`config.mk`:
```
export PLATFORM = sky130hd
export DESIGN_NAME = sg_walker
export DESIGN_NICKNAME = d
export VERILOG_FILES = /design/src/rtl/sgw_pkg.sv /design/src/rtl/sgw_entry_ctr.sv /design/src/rtl/sgw_seg_reg.sv /design/src/rtl/sg_walker.sv
export SDC_FILE = /design/constraint.sdc
export NUM_CORES = 1
export LEC_CHECK = 0
export ABC_AREA = 0
export ABC_CLOCK_PERIOD_IN_PS = 3530
export BUFFER_PORTS_ARGS = -buffer_cell sky130_fd_sc_hd__buf_2
export CAP_MARGIN = 20
export CORE_MARGIN = 2
export CORE_UTILIZATION = 35
export DETAILED_ROUTE_END_ITERATION = 12
export PLACE_DENSITY_LB_ADDON = 0.25
export SETUP_SLACK_MARGIN = 0.4
export SLEW_MARGIN = 10
export SYNTH_ARGS = -nofsm -noshare
export SYNTH_HDL_FRONTEND = slang
export SYNTH_SLANG_ARGS = --single-unit
```
`constraint.sdc`:
```
create_clock -name clk -period 3.53 [get_ports clk]
set_input_delay 0.5295 -clock clk [delete_from_list [all_inputs] [get_ports clk]]
set_output_delay 0.5295 -clock clk [all_outputs]
set_load 0.02 [all_outputs]
```
`src/rtl/sgw_pkg.sv`:
```
package sgw_pkg;
  localparam int WORD_W   = 32;
  localparam int MARK_BIT = WORD_W - 1;
  localparam int ENT_BYTES = 8;
  localparam int ADR_OFS   = 4;

  typedef enum logic [1:0] {
    ST_IDLE,
    ST_LEN,
    ST_ADR,
    ST_OUT
  } sgw_state_t;
endpackage

```
`src/rtl/sgw_entry_ctr.sv`:
```
module sgw_entry_ctr #(
  parameter int MAX_ENT = 256,
  parameter int AW      = 32
) (
  input  logic          clk,
  input  logic          rst,
  input  logic          clr,
  input  logic          inc,
  input  logic [AW-1:0] base,
  output logic          at_limit,
  output logic [AW-1:0] adr_addr,
  output logic [AW-1:0] nxt_len_addr
);
  localparam int IW = (MAX_ENT > 2) ? $clog2(MAX_ENT) : 1;

  logic [IW-1:0] idx;
  logic [AW-1:0] base_q;
  logic [AW-1:0] ent_ofs;

  always_ff @(posedge clk) begin
    if (rst) begin
      idx    <= '0;
      base_q <= '0;
    end else if (clr) begin
      idx    <= '0;
      base_q <= base;
    end else if (inc) begin
      idx <= idx + 1'b1;
    end
  end

  always_comb begin
    ent_ofs      = AW'(idx) * AW'(sgw_pkg::ENT_BYTES);
    adr_addr     = base_q + ent_ofs + AW'(sgw_pkg::ADR_OFS);
    nxt_len_addr = base_q + ent_ofs + AW'(sgw_pkg::ENT_BYTES);
    at_limit     = (idx == IW'(MAX_ENT - 1));
  end
endmodule

```
`src/rtl/sgw_seg_reg.sv`:
```
module sgw_seg_reg #(
  parameter int AW = 32,
  parameter int LW = 28
) (
  input  logic          clk,
  input  logic          rst,
  input  logic          load,
  input  logic [AW-1:0] ld_addr,
  input  logic [LW-1:0] ld_len,
  input  logic          ld_last,
  input  logic          ready,
  output logic          valid,
  output logic [AW-1:0] addr,
  output logic [LW-1:0] len,
  output logic          last,
  output logic          fire
);
  assign fire = valid && ready;

  always_ff @(posedge clk) begin
    if (rst) begin
      valid <= 1'b0;
      addr  <= '0;
      len   <= '0;
      last  <= 1'b0;
    end else if (load && !valid) begin
      valid <= 1'b1;
      addr  <= ld_addr;
      len   <= ld_len;
      last  <= ld_last;
    end else if (fire) begin
      valid <= 1'b0;
    end
  end
endmodule

```
`src/rtl/sg_walker.sv`:
```
module sg_walker
  import sgw_pkg::*;
#(
  parameter int MAX_ENT = 256,
  parameter int LEN_W   = 28,
  parameter int ADR_W   = 31
) (
  input  logic              clk,
  input  logic              rst,
  input  logic              start,
  input  logic              sg_en,
  input  logic [WORD_W-1:0] list_base,
  input  logic [WORD_W-1:0] direct_addr,
  input  logic [LEN_W-1:0]  direct_len,
  output logic              mem_req,
  output logic [WORD_W-1:0] mem_addr,
  input  logic              mem_rvalid,
  input  logic [WORD_W-1:0] mem_rdata,
  output logic              seg_valid,
  input  logic              seg_ready,
  output logic [WORD_W-1:0] seg_addr,
  output logic [LEN_W-1:0]  seg_len,
  output logic              seg_last,
  output logic              done,
  output logic              err
);
  localparam logic [WORD_W-1:0] ADR_MASK = WORD_W'((64'd1 << ADR_W) - 64'd1);

  sgw_state_t        state;
  logic [LEN_W-1:0]  len_q;
  logic              mark_q;
  logic              accept;
  logic              busy;
  logic              ctr_clr;
  logic              ctr_inc;
  logic              at_limit;
  logic [WORD_W-1:0] adr_addr;
  logic [WORD_W-1:0] nxt_len_addr;
  logic              seg_load;
  logic [WORD_W-1:0] ld_addr;
  logic [LEN_W-1:0]  ld_len;
  logic              ld_last;
  logic              seg_fire;

  assign busy    = (state != ST_IDLE);
  assign accept  = start && !busy;
  assign ctr_clr = accept && sg_en;
  assign ctr_inc = (state == ST_OUT) && seg_fire && !seg_last && !at_limit;

  always_comb begin
    if (state == ST_IDLE) begin
      seg_load = accept && !sg_en;
      ld_addr  = direct_addr & ADR_MASK;
      ld_len   = direct_len;
      ld_last  = 1'b1;
    end else begin
      seg_load = (state == ST_ADR) && mem_rvalid;
      ld_addr  = mem_rdata & ADR_MASK;
      ld_len   = len_q;
      ld_last  = mark_q;
    end
  end

  sgw_entry_ctr #(.MAX_ENT(MAX_ENT), .AW(WORD_W)) u_ctr (
    .clk(clk), .rst(rst), .clr(ctr_clr), .inc(ctr_inc), .base(list_base),
    .at_limit(at_limit), .adr_addr(adr_addr), .nxt_len_addr(nxt_len_addr)
  );

  sgw_seg_reg #(.AW(WORD_W), .LW(LEN_W)) u_seg (
    .clk(clk), .rst(rst), .load(seg_load), .ld_addr(ld_addr), .ld_len(ld_len),
    .ld_last(ld_last), .ready(seg_ready), .valid(seg_valid), .addr(seg_addr),
    .len(seg_len), .last(seg_last), .fire(seg_fire)
  );

  always_ff @(posedge clk) begin
    if (rst) begin
      state    <= ST_IDLE;
      len_q    <= '0;
      mark_q   <= 1'b0;
      mem_req  <= 1'b0;
      mem_addr <= '0;
      done     <= 1'b0;
      err      <= 1'b0;
    end else begin
      mem_req <= 1'b0;
      done    <= 1'b0;
      case (state)
        ST_IDLE: begin
          if (accept) begin
            err <= 1'b0;
            if (sg_en) begin
              mem_req  <= 1'b1;
              mem_addr <= list_base;
              state    <= ST_LEN;
            end else begin
              state <= ST_OUT;
            end
          end
        end
        ST_LEN: begin
          if (mem_rvalid) begin
            len_q    <= mem_rdata[LEN_W-1:0];
            mark_q   <= mem_rdata[MARK_BIT];
            mem_req  <= 1'b1;
            mem_addr <= adr_addr;
            state    <= ST_ADR;
          end
        end
        ST_ADR: begin
          if (mem_rvalid) state <= ST_OUT;
        end
        ST_OUT: begin
          if (seg_fire) begin
            if (seg_last) begin
              done  <= 1'b1;
              state <= ST_IDLE;
            end else if (at_limit) begin
              done  <= 1'b1;
              err   <= 1'b1;
              state <= ST_IDLE;
            end else begin
              mem_req  <= 1'b1;
              mem_addr <= nxt_len_addr;
              state    <= ST_LEN;
            end
          end
        end
        default: state <= ST_IDLE;
      endcase
    end
  end
endmodule

```
==> results of run 1 <==
-- final cells by class --
class	count	area, sq um	share of cell area (%)
antenna	3	7.51	0.0625
clock buffer	17	425	3.54
clock inverter	15	211	1.76
inverter	10	37.5	0.313
multi-input combinational	863	5730	47.7
sequential	167	3360	28.0
tap	330	413	3.44
timing repair buffer	304	1830	15.2
-- worst paths after layout --
| path | from | end | cells past startpoint |
|---|---|---|---|
| worst max-delay path | u_ctr.idx[1] | mem_addr[29] | 11 |
| worst min-delay path | mem_rdata[18] | len_q[18] | 3 |
| worst max register to register | u_ctr.idx[1] | mem_addr[29] | 11 |
| worst min register to register | len_q[5] | len_q[5] | 2 |
-- cells in the mapped netlist (all sizes together), types with 7 or more instances --
cell,n
xor2,19
or3,8
clkbuf,72
buf,11
nor3,27
mux2i,64
nand2b,7
inv,10
a21oi,108
a31o,7
a31oi,7
a211oi,84
nor2,135
nand2,172
nand4,19
nand3,30
and3,11
ha,16
xnor2,28
and2,11
dfxtp,167
o21ai,20
-- state kept, by name, indices dropped and copies added, names as in the netlist --
signal / count
u_seg.addr: 31
u_ctr.base_q: 32
mark_q: 1
err: 1
done: 1
state: 2
u_seg.len: 28
u_seg.last: 1
mem_addr: 32
u_seg.valid: 1
mem_req: 1
u_ctr.idx: 8
len_q: 28
-- cell families (layout without fill, tap and decap cells) --
| family | after synthesis | in the layout | synth area share, % |
|---|---|---|---|
| and+or+nand+nor | 450 | 451 | 23.0 |
| AOI/OAI and AO/OA | 282 | 282 | 21.3 |
| DFF | 167 | 167 | 37.3 |
| buffers and inverters | 93 | 346 | 4.09 |
| muxes | 65 | 65 | 7.27 |
| xor gates and xnor gates | 47 | 47 | 4.59 |
| adders and majority gates | 17 | 17 | 2.45 |
| other | 1 | 4 | 0.0418 |
-- repair_timing --
action	4_1_cts	5_1_grt
resized for setup	32	49
setup buffers	11	14
pin swaps	16	28
endpoints found under the setup margin	19	19
cloned	1	1
-- routing by layer --
layer  vias to the layer above  global-route usage (%)  wire length, um
li1                       4510                       -                -
met1                      4363                    28.7            13400
met2                       306                    34.8            14000
met3                        51                    4.07             1880
met4                         0                    6.94              655
met5                         -                       0                0
-- power by group through the flow --
stage	sequential [W]	clock, W	combinational (W)
final	0.00258	0.00198	0.00352
after global routing	0.00263	0.00212	0.00384
after CTS	0.00258	0.00203	0.00349
after detailed placement	0.00261	0	0.00344
after global placement	0.00260	0	0.00341
after floorplan	0.00296	0	0.00197
-- worst min-delay path: stages --
cell	delay, ps
buf_2	110
nand2_1	50
a21oi_1	50
-- per-stage QoR --
stage	area (sq um)	setup WS [ps]	hold WS [ps]	power, W
finish	12000	261	333	0.00808
global route	12000	93.2	321	0.00859
CTS	11600	269	314	0.00810
detailed placement	10700	174	446	0.00605
global placement	10700	197	441	0.00601
floorplan	9030	403	436	0.00494
==> flow_summary.json, run 1 <==
{
  "status": "finished, final reports clean",
  "setup_viol": 0,
  "period_share_pct": 92.6,
  "pwr-share-comb_pct": 43.6,
  "p_sw_w": 0.00347,
  "areaGrowthSynthToFinish_pct": 33.8,
  "gp_congestion": 0.884,
  "finalSetupTns_ps": 0,
  "port_buffers": 224,
  "die_h_um": 164,
  "cts_tree": "yes",
  "powerDensity_nw_per_um2": 673,
  "endpoint_kind": "flip-flop",
  "grt-ovfl-total": 0,
  "grt_max_degree": 105,
  "rows": 58,
  "reg2reg_slack_ps": 260,
  "syn_area_per_cell_sq_um": 8.00,
  "cts.sinks": 167,
  "drv_slew": 0,
  "min_period_ps": 3270,
  "ys_types": 72,
  "yosys_warnings": 0,
  "leakagePower_nw": 5.01,
  "grt_pass1_vias": 8451,
  "vias": 9230,
  "synth_top_area_share_pct": 37.3,
  "crit_slowest_cell": "nor4b_1",
  "synth.cell_area_sq_um": 8970,
  "arrival_ps": 3610,
  "drt_iter0_drc": 629,
  "drt-total-wl_um": 30000,
  "finalHoldViolCount": 0,
  "intPower_w": 0.00461,
  "cp.required_ps": 3870,
  "cp_top_family": "compound AO/OA/AOI/OAI gates",
  "ys_ff_latch": 167,
  "max-slew-margin-rel_pct": 33.7,
  "viasPerCell": 5.40,
  "root_buffer": "clkbuf_16",
  "rsz0062_at_grt": "true",
  "syn_nets": 1269,
  "synthTopCellsByArea": "dfxtp_1, nand2_1, mux2i_1",
  "yosysSeqAreaShare_pct": 37.3,
  "start_kind": "flip-flop",
  "power.share.clock_pct": 24.5,
  "nNetsFinal": 1510,
  "p_seq_share_pct": 31.9,
  "grtUsageTotal_pct": 21.5,
  "postRouteAntennaNets": 0,
  "die_w_um": 164,
  "final_cell_mix": "buf_2, nand2_1, dfxtp_1, nor2_1, a21oi_1",
  "swShare_pct": 43.0,
  "cts_buffers": 17,
  "synth_area_leader_cell": "dfxtp_1",
  "skew_ps": 12.9,
  "postCtsHoldBufs": 0,
  "io_pins": 227,
  "worst-path-max-fanout": 7,
  "dp_cells": 1647,
  "synthFlopType": "dfxtp_1",
  "async_flop_share_pct": 0,
  "clock_latency_ps": 440,
  "clk_pin_slew_worst_paths_ps": 90,
  "max_stage_delay_ps": 420,
  "design.core.area_sq_um": 25200,
  "synth_edf_count": 0,
  "final_core_util_pct": 47.7,
  "fillers": 2472,
  "htree_levels": 4,
  "drive_above_1_share_pct": 31.6,
  "grt_pass1_wl_um": 45700,
  "max_cap_violations": 0,
  "hpwl_um": 20800,
  "worstPathCellList": "ha_1, a21o_1, and4_1, nor4b_1, nor3_1, buf_4, a2111oi_4, and3_4, a41oi_2, a211o_1, a211oi_1",
  "wl_per_cell_um": 17.5,
  "min_path_type": "in -> reg",
  "drc": 0,
  "crit_type": "reg -> reg",
  "vdd_drop_max_mv": 0.427,
  "antenna_found_initial": 1,
  "drtPass1Iterations": 5,
  "clock_path_buffers": 2,
  "dieArea_sq_um": 26900,
  "start_util_pct": 35.6,
  "crit_buf_inv": 1,
  "syn_inst": 1122,
  "layout.cells.most_common": "buf_2",
  "fmax_mhz": 306,
  "worst_pin_slew_ps": 995,
  "fin_cells": 1709
}
Note: power is estimated with default switching activity, not from simulation.
==> run 2, diff against run 1 <==
- ABC_CLOCK_PERIOD_IN_PS: 3530 -> 3850
- clock period: 3.53 -> 3.85 ns (I/O delays scaled with it)
==> run 2 against run 1 <==
  * Sequential power fell by 8.5%
  * Die area unchanged
  * First-iteration DRC count is 8.1% lower
  * Non-clock buffer count shrank 28
  * Setup slack better by 260 ps
  * Clock skew grew 1.2 ps
  * Register-to-register slack better by 260 ps
  * Hold slack improved by 53 ps
  * Final cell count down 1.9%
  * Wire length shrank 5.6%
  * Sequential cell count stayed put
  * Largest power group unchanged
==> flow_summary.json, run 2 (same netlist as run 1, synthesis figures left out) <==
{
  "layout.cells.most_common": "buf_2",
  "powerDensity_nw_per_um2": 639,
  "drtPass1Iterations": 5,
  "period_share_pct": 86.5,
  "areaGrowthSynthToFinish_pct": 26.9,
  "io_pins": 227,
  "clock_path_buffers": 2,
  "vdd_drop_max_mv": 0.326,
  "skew_ps": 14.0,
  "final_cell_mix": "buf_2, nand2_1, dfxtp_1, nor2_1, a21oi_1",
  "clk_pin_slew_worst_paths_ps": 80,
  "die_w_um": 164,
  "cts_tree": "yes",
  "die_h_um": 164,
  "rows": 58,
  "p_sw_w": 0.00308,
  "clock_latency_ps": 430,
  "rsz0062_at_grt": "false",
  "wl_per_cell_um": 16.9,
  "arrival_ps": 3660,
  "grt_max_degree": 68,
  "ff2ff_path_depth": 12,
  "swShare_pct": 42.4,
  "gp_congestion": 0.857,
  "reg2reg_slack_ps": 520,
  "intPower_w": 0.00419,
  "drive_above_1_share_pct": 26.1,
  "fillers": 2540,
  "top_regs": "mem_addr: 32 flops, u_ctr.base_q: 32 flops, u_seg.addr: 31 flops",
  "min_period_ps": 3330,
  "worst-path-max-fanout": 13,
  "critPathLaunch": "u_ctr.idx[0]",
  "grt-ovfl-total": 0,
  "drv_slew": 0,
  "start_kind": "flip-flop",
  "pwr-share-comb_pct": 43.4,
  "status": "finished, final reports clean",
  "design.core.area_sq_um": 25200,
  "grtUsageTotal_pct": 20.4,
  "fin_cells": 1677,
  "endpoint": "mem_addr[29]",
  "finalSetupTns_ps": 0,
  "grt_pass1_vias": 8047,
  "hpwl_um": 20200,
  "port_buffers": 224,
  "start_util_pct": 35.6,
  "endpoint_kind": "flip-flop",
  "dp_cells": 1637,
  "setup_viol": 0,
  "drt-total-wl_um": 28300,
  "antenna_found_initial": 2,
  "max-slew-margin-rel_pct": 34.5,
  "p_seq_share_pct": 32.5,
  "worst_pin_slew_ps": 982,
  "r2r_start": "u_ctr.idx[0]",
  "dieArea_sq_um": 26900,
  "postRouteAntennaNets": 0,
  "grt_pass1_wl_um": 43900,
  "power.share.clock_pct": 24.2,
  "cp.required_ps": 4190,
  "nNetsFinal": 1481,
  "viasPerCell": 5.36,
  "htree_levels": 4,
  "cts_buffers": 17,
  "num_antenna_cells": 0,
  "min_path_type": "in -> reg",
  "max_cap_violations": 0,
  "fmax_mhz": 300,
  "leakagePower_nw": 4.78,
  "crit_type": "reg -> reg",
  "vias": 8992,
  "r2r-end": "mem_addr[29]",
  "postCtsHoldBufs": 0,
  "finalHoldViolCount": 0,
  "drt_iter0_drc": 578,
  "drc": 0,
  "cts.sinks": 167,
  "root_buffer": "clkbuf_16"
}
## run 2: cell count changes in the layout (fill, tap and decap cells not counted), moves of 6 or more
cell	delta
nor3_1	+6
buf_4	-24
a21oi_1	+8
dfxtp_1	+8
ha_4	-6
dfxtp_2	-7
a21oi_2	-8
## run 2: worst min-delay path by stage
stage | to | cells after the start | start
global placement | len_q[2] | 2 | len_q[2]
CTS | len_q[22] | 3 | mem_rdata[22]
floorplan | len_q[0] | 2 | len_q[0]
global route | len_q[16] | 3 | mem_rdata[16]
finish | len_q[16] | 3 | mem_rdata[16]
detailed placement | len_q[2] | 2 | len_q[2]
## run 2: worst max-delay path, stage by stage, from the launching register on
cell	delay, ps
dfxtp_2	350
ha_2	210
fa_2	410
a211oi_4	280
o21ai_0	140
xor2_1	260
nand3_1	220
a2111oi_4	350
and3_1	250
buf_12	140
a41oi_1	120
a211o_1	300
a211oi_1	220
## run 2: power by group through the flow
stage / combinational [W] / clock, W / sequential (W)
final: 0.00315 / 0.00176 / 0.00236
after global routing: 0.00346 / 0.00187 / 0.00241
after CTS: 0.00317 / 0.00180 / 0.00236
after detailed placement: 0.00314 / 0 / 0.00240
after global placement: 0.00312 / 0 / 0.00238
after floorplan: 0.00180 / 0 / 0.00272
## run 2: layout make-up
cell class	instances	area [sq um]	area share, %
inverters	10	37.5	0.330
repair buffers	276	1580	13.8
clock inverters	15	196	1.72
multi-input cells	862	5400	47.4
flip-flops and latches	167	3340	29.4
clock buffers	17	425	3.74
well taps	330	413	3.63
## run 2: per-layer routing
metal	global-route usage, %	share of wire (%)
met1	28.4	47
met2	32.1	46
met3	4.62	6.3
met4	5.02	1.5
met5	0	0.095
## run 2: metrics by stage
| stage | total power [W] | hold slack [ps] | setup slack, ps | utilization (%) | cell area, sq um |
|---|---|---|---|---|---|
| 5_1_grt | 0.00774 | 384 | 378 | 45.2 | 11400 |
| 3_3_place_gp | 0.00550 | 441 | 238 | 42.0 | 10600 |
| 6_report | 0.00727 | 385 | 521 | 45.2 | 11400 |
| 2_1_floorplan | 0.00452 | 436 | 497 | - | 8970 |
| 4_1_cts | 0.00733 | 374 | 416 | 44.7 | 11200 |
| 3_5_place_dp | 0.00554 | 446 | 185 | 42.0 | 10600 |
## run 2: timing repair
item | CTS | global route
pin swaps | 3 | 10
gates resized for setup | 4 | 20
setup buffers | 4 | 3
endpoints found under the hold margin | 0 | 0
endpoints found under the setup margin | 10 | 16
==> run 3, diff against run 2 <==
==> constraint.sdc (replaced) <==
create_clock -name clk -period 3.85 [get_ports clk]
set_input_delay 0.77 -clock clk [delete_from_list [all_inputs] [get_ports clk]]
set_output_delay 0.77 -clock clk [all_outputs]
set_load 0.02 [all_outputs]
==> run 3 against run 2 <==
  * Clock power barely moved
  * Combinational power barely moved
  * Core utilization is essentially flat
  * Clock skew down 1.9 ps
  * Hold slack improved by 70 ps
  * Sequential cell count is the same
==> flow_summary.json, run 3 (same netlist as run 1, synthesis figures left out) <==
{
  "status": "finished, final reports clean",
  "worst_pin_slew_ps": 985,
  "num_antenna_cells": 0,
  "cts_buffers": 17,
  "hold_end": "len_q[10]",
  "drtPass1Iterations": 5,
  "grtUsageTotal_pct": 20.9,
  "arrival_ps": 3670,
  "reg2reg_slack_ps": 510,
  "p_total_w": 0.00727,
  "skew_ps": 12.1,
  "final_cell_mix": "buf_2, nand2_1, dfxtp_1, nor2_1, a21oi_1",
  "top_regs": "mem_addr: 32 flops, u_ctr.base_q: 32 flops, u_seg.addr: 31 flops",
  "crit_type": "reg -> reg",
  "drv_slew": 0,
  "met3_length_um": 1860,
  "min_from": "len_q[10]",
  "start_util_pct": 35.6,
  "start_kind": "flip-flop",
  "cp.required_ps": 4180,
  "hold_ws_ps": 456,
  "drc": 0,
  "drt-total-wl_um": 28600,
  "drt_iter0_drc": 559,
  "wl_per_cell_um": 17.1,
  "vdd_drop_max_mv": 0.356,
  "antenna_found_initial": 1,
  "drive_above_1_share_pct": 26.5,
  "gp_congestion": 0.891,
  "max_cap_violations": 0,
  "max-slew-margin-rel_pct": 34.4,
  "rows": 58,
  "fin_area_sq_um": 11400,
  "r2r_start": "u_ctr.idx[4]",
  "min_period_ps": 3340,
  "nNetsFinal": 1475,
  "finalHoldViolCount": 0,
  "grt_pass1_wl_um": 44600,
  "postCtsHoldBufs": 0,
  "clk_pin_slew_worst_paths_ps": 80,
  "r2r-end": "mem_addr[30]",
  "max_stage_delay_ps": 560,
  "postRouteAntennaNets": 0,
  "top_layer": "met5",
  "areaGrowthSynthToFinish_pct": 27.0,
  "layout.cells.most_common": "buf_2",
  "setup_viol": 0,
  "htree_levels": 4,
  "design.core.area_sq_um": 25200,
  "grt_max_degree": 63,
  "placed_area_sq_um": 10500,
  "port_buffers": 224,
  "finalSetupTns_ps": 0,
  "viasPerCell": 5.33,
  "cts_tree": "yes",
  "met1_length_um": 13200,
  "worstPathCellList": "ha_2, nand2_1, a211oi_4, nor2_1, buf_4, or4b_1, o211ai_4, nand4b_1, a31o_1, a211o_1, o21a_1",
  "hpwl_um": 20100,
  "powerDensity_nw_per_um2": 638,
  "hold_depth": 2,
  "root_buffer": "clkbuf_16",
  "die_h_um": 164,
  "ff2ff_path_depth": 11,
  "rsz0062_at_grt": "true",
  "die_w_um": 164,
  "grt-ovfl-total": 0,
  "dieArea_sq_um": 26900,
  "grt_pass1_vias": 8322,
  "worst-path-max-fanout": 10,
  "clock_latency_ps": 430,
  "cts.sinks": 167,
  "min_path_type": "reg -> reg",
  "leakagePower_nw": 4.71,
  "vias": 8901,
  "crit_slowest_cell": "or4b_1",
  "fmax_mhz": 300,
  "io_pins": 227,
  "period_share_pct": 86.7,
  "dr_wl_met2_um": 13100,
  "clock_path_buffers": 2,
  "endpoint_kind": "flip-flop"
}
-- run 3: through the flow --
step | instances | worst slack [ps] | util [%]
2_1_floorplan | 1122 | 497 | -
3_3_place_gp | 1632 | 254 | 41.8
3_5_place_dp | 1632 | 198 | 41.8
4_1_cts | 1666 | 396 | 44.4
5_1_grt | 1671 | 363 | 45.2
6_report | 1671 | 513 | 45.2
-- run 3: metal layers --
metal	global-route usage (%)	vias to the layer above
met5	0	-
met4	5.06	2
met3	4.57	32
met2	33.2	286
met1	28.7	4150
li1	-	4431
-- run 3: repair_timing --
action,in CTS,in global routing
endpoints found under the setup margin,11,18
pin swaps,3,13
buffers inserted,2,5
gates resized for setup,5,32
-- run 3: area by class of cell --
| type | count | area (sq um) |
|---|---|---|
| clock buffer | 17 | 425 |
| multi-input combinational | 862 | 5470 |
| tap | 330 | 413 |
| timing repair buffer | 270 | 1510 |
| sequential | 167 | 3340 |
| clock inverter | 15 | 196 |
| fill | 2533 | 13800 |
| inverter | 10 | 37.5 |
-- run 3: worst max-delay path by stage --
stage / slack [ps] / from / cells after the start / endpoint
6_report: 510 / u_ctr.idx[4] / 11 / mem_addr[30]
5_1_grt: 360 / u_ctr.idx[4] / 11 / mem_addr[22]
4_1_cts: 400 / u_ctr.idx[0] / 11 / mem_addr[16]
3_5_place_dp: 200 / u_ctr.idx[0] / 11 / mem_addr[30]
3_3_place_gp: 250 / u_ctr.idx[0] / 12 / mem_addr[22]
2_1_floorplan: 500 / u_ctr.idx[0] / 11 / mem_addr[26]
-- run 3: worst max-delay path, delay by kind of cell, from the launching register on --
family,cells,cell delay [ps]
AO/OA/AOI/OAI,5,1280
adder cells (fa/ha/maj),1,410
buffers and inverters,1,190
flip-flops,1,370
AND/OR/NAND/NOR,4,980
-- run 3: power by group --
part / internal, W / total [W] / switching, W
clock network: 0.000890 / 0.00177 / 0.000880
registers: 0.00212 / 0.00236 / 0.000238
logic: 0.00116 / 0.00314 / 0.00198
total: 0.00417 / 0.00727 / 0.00310
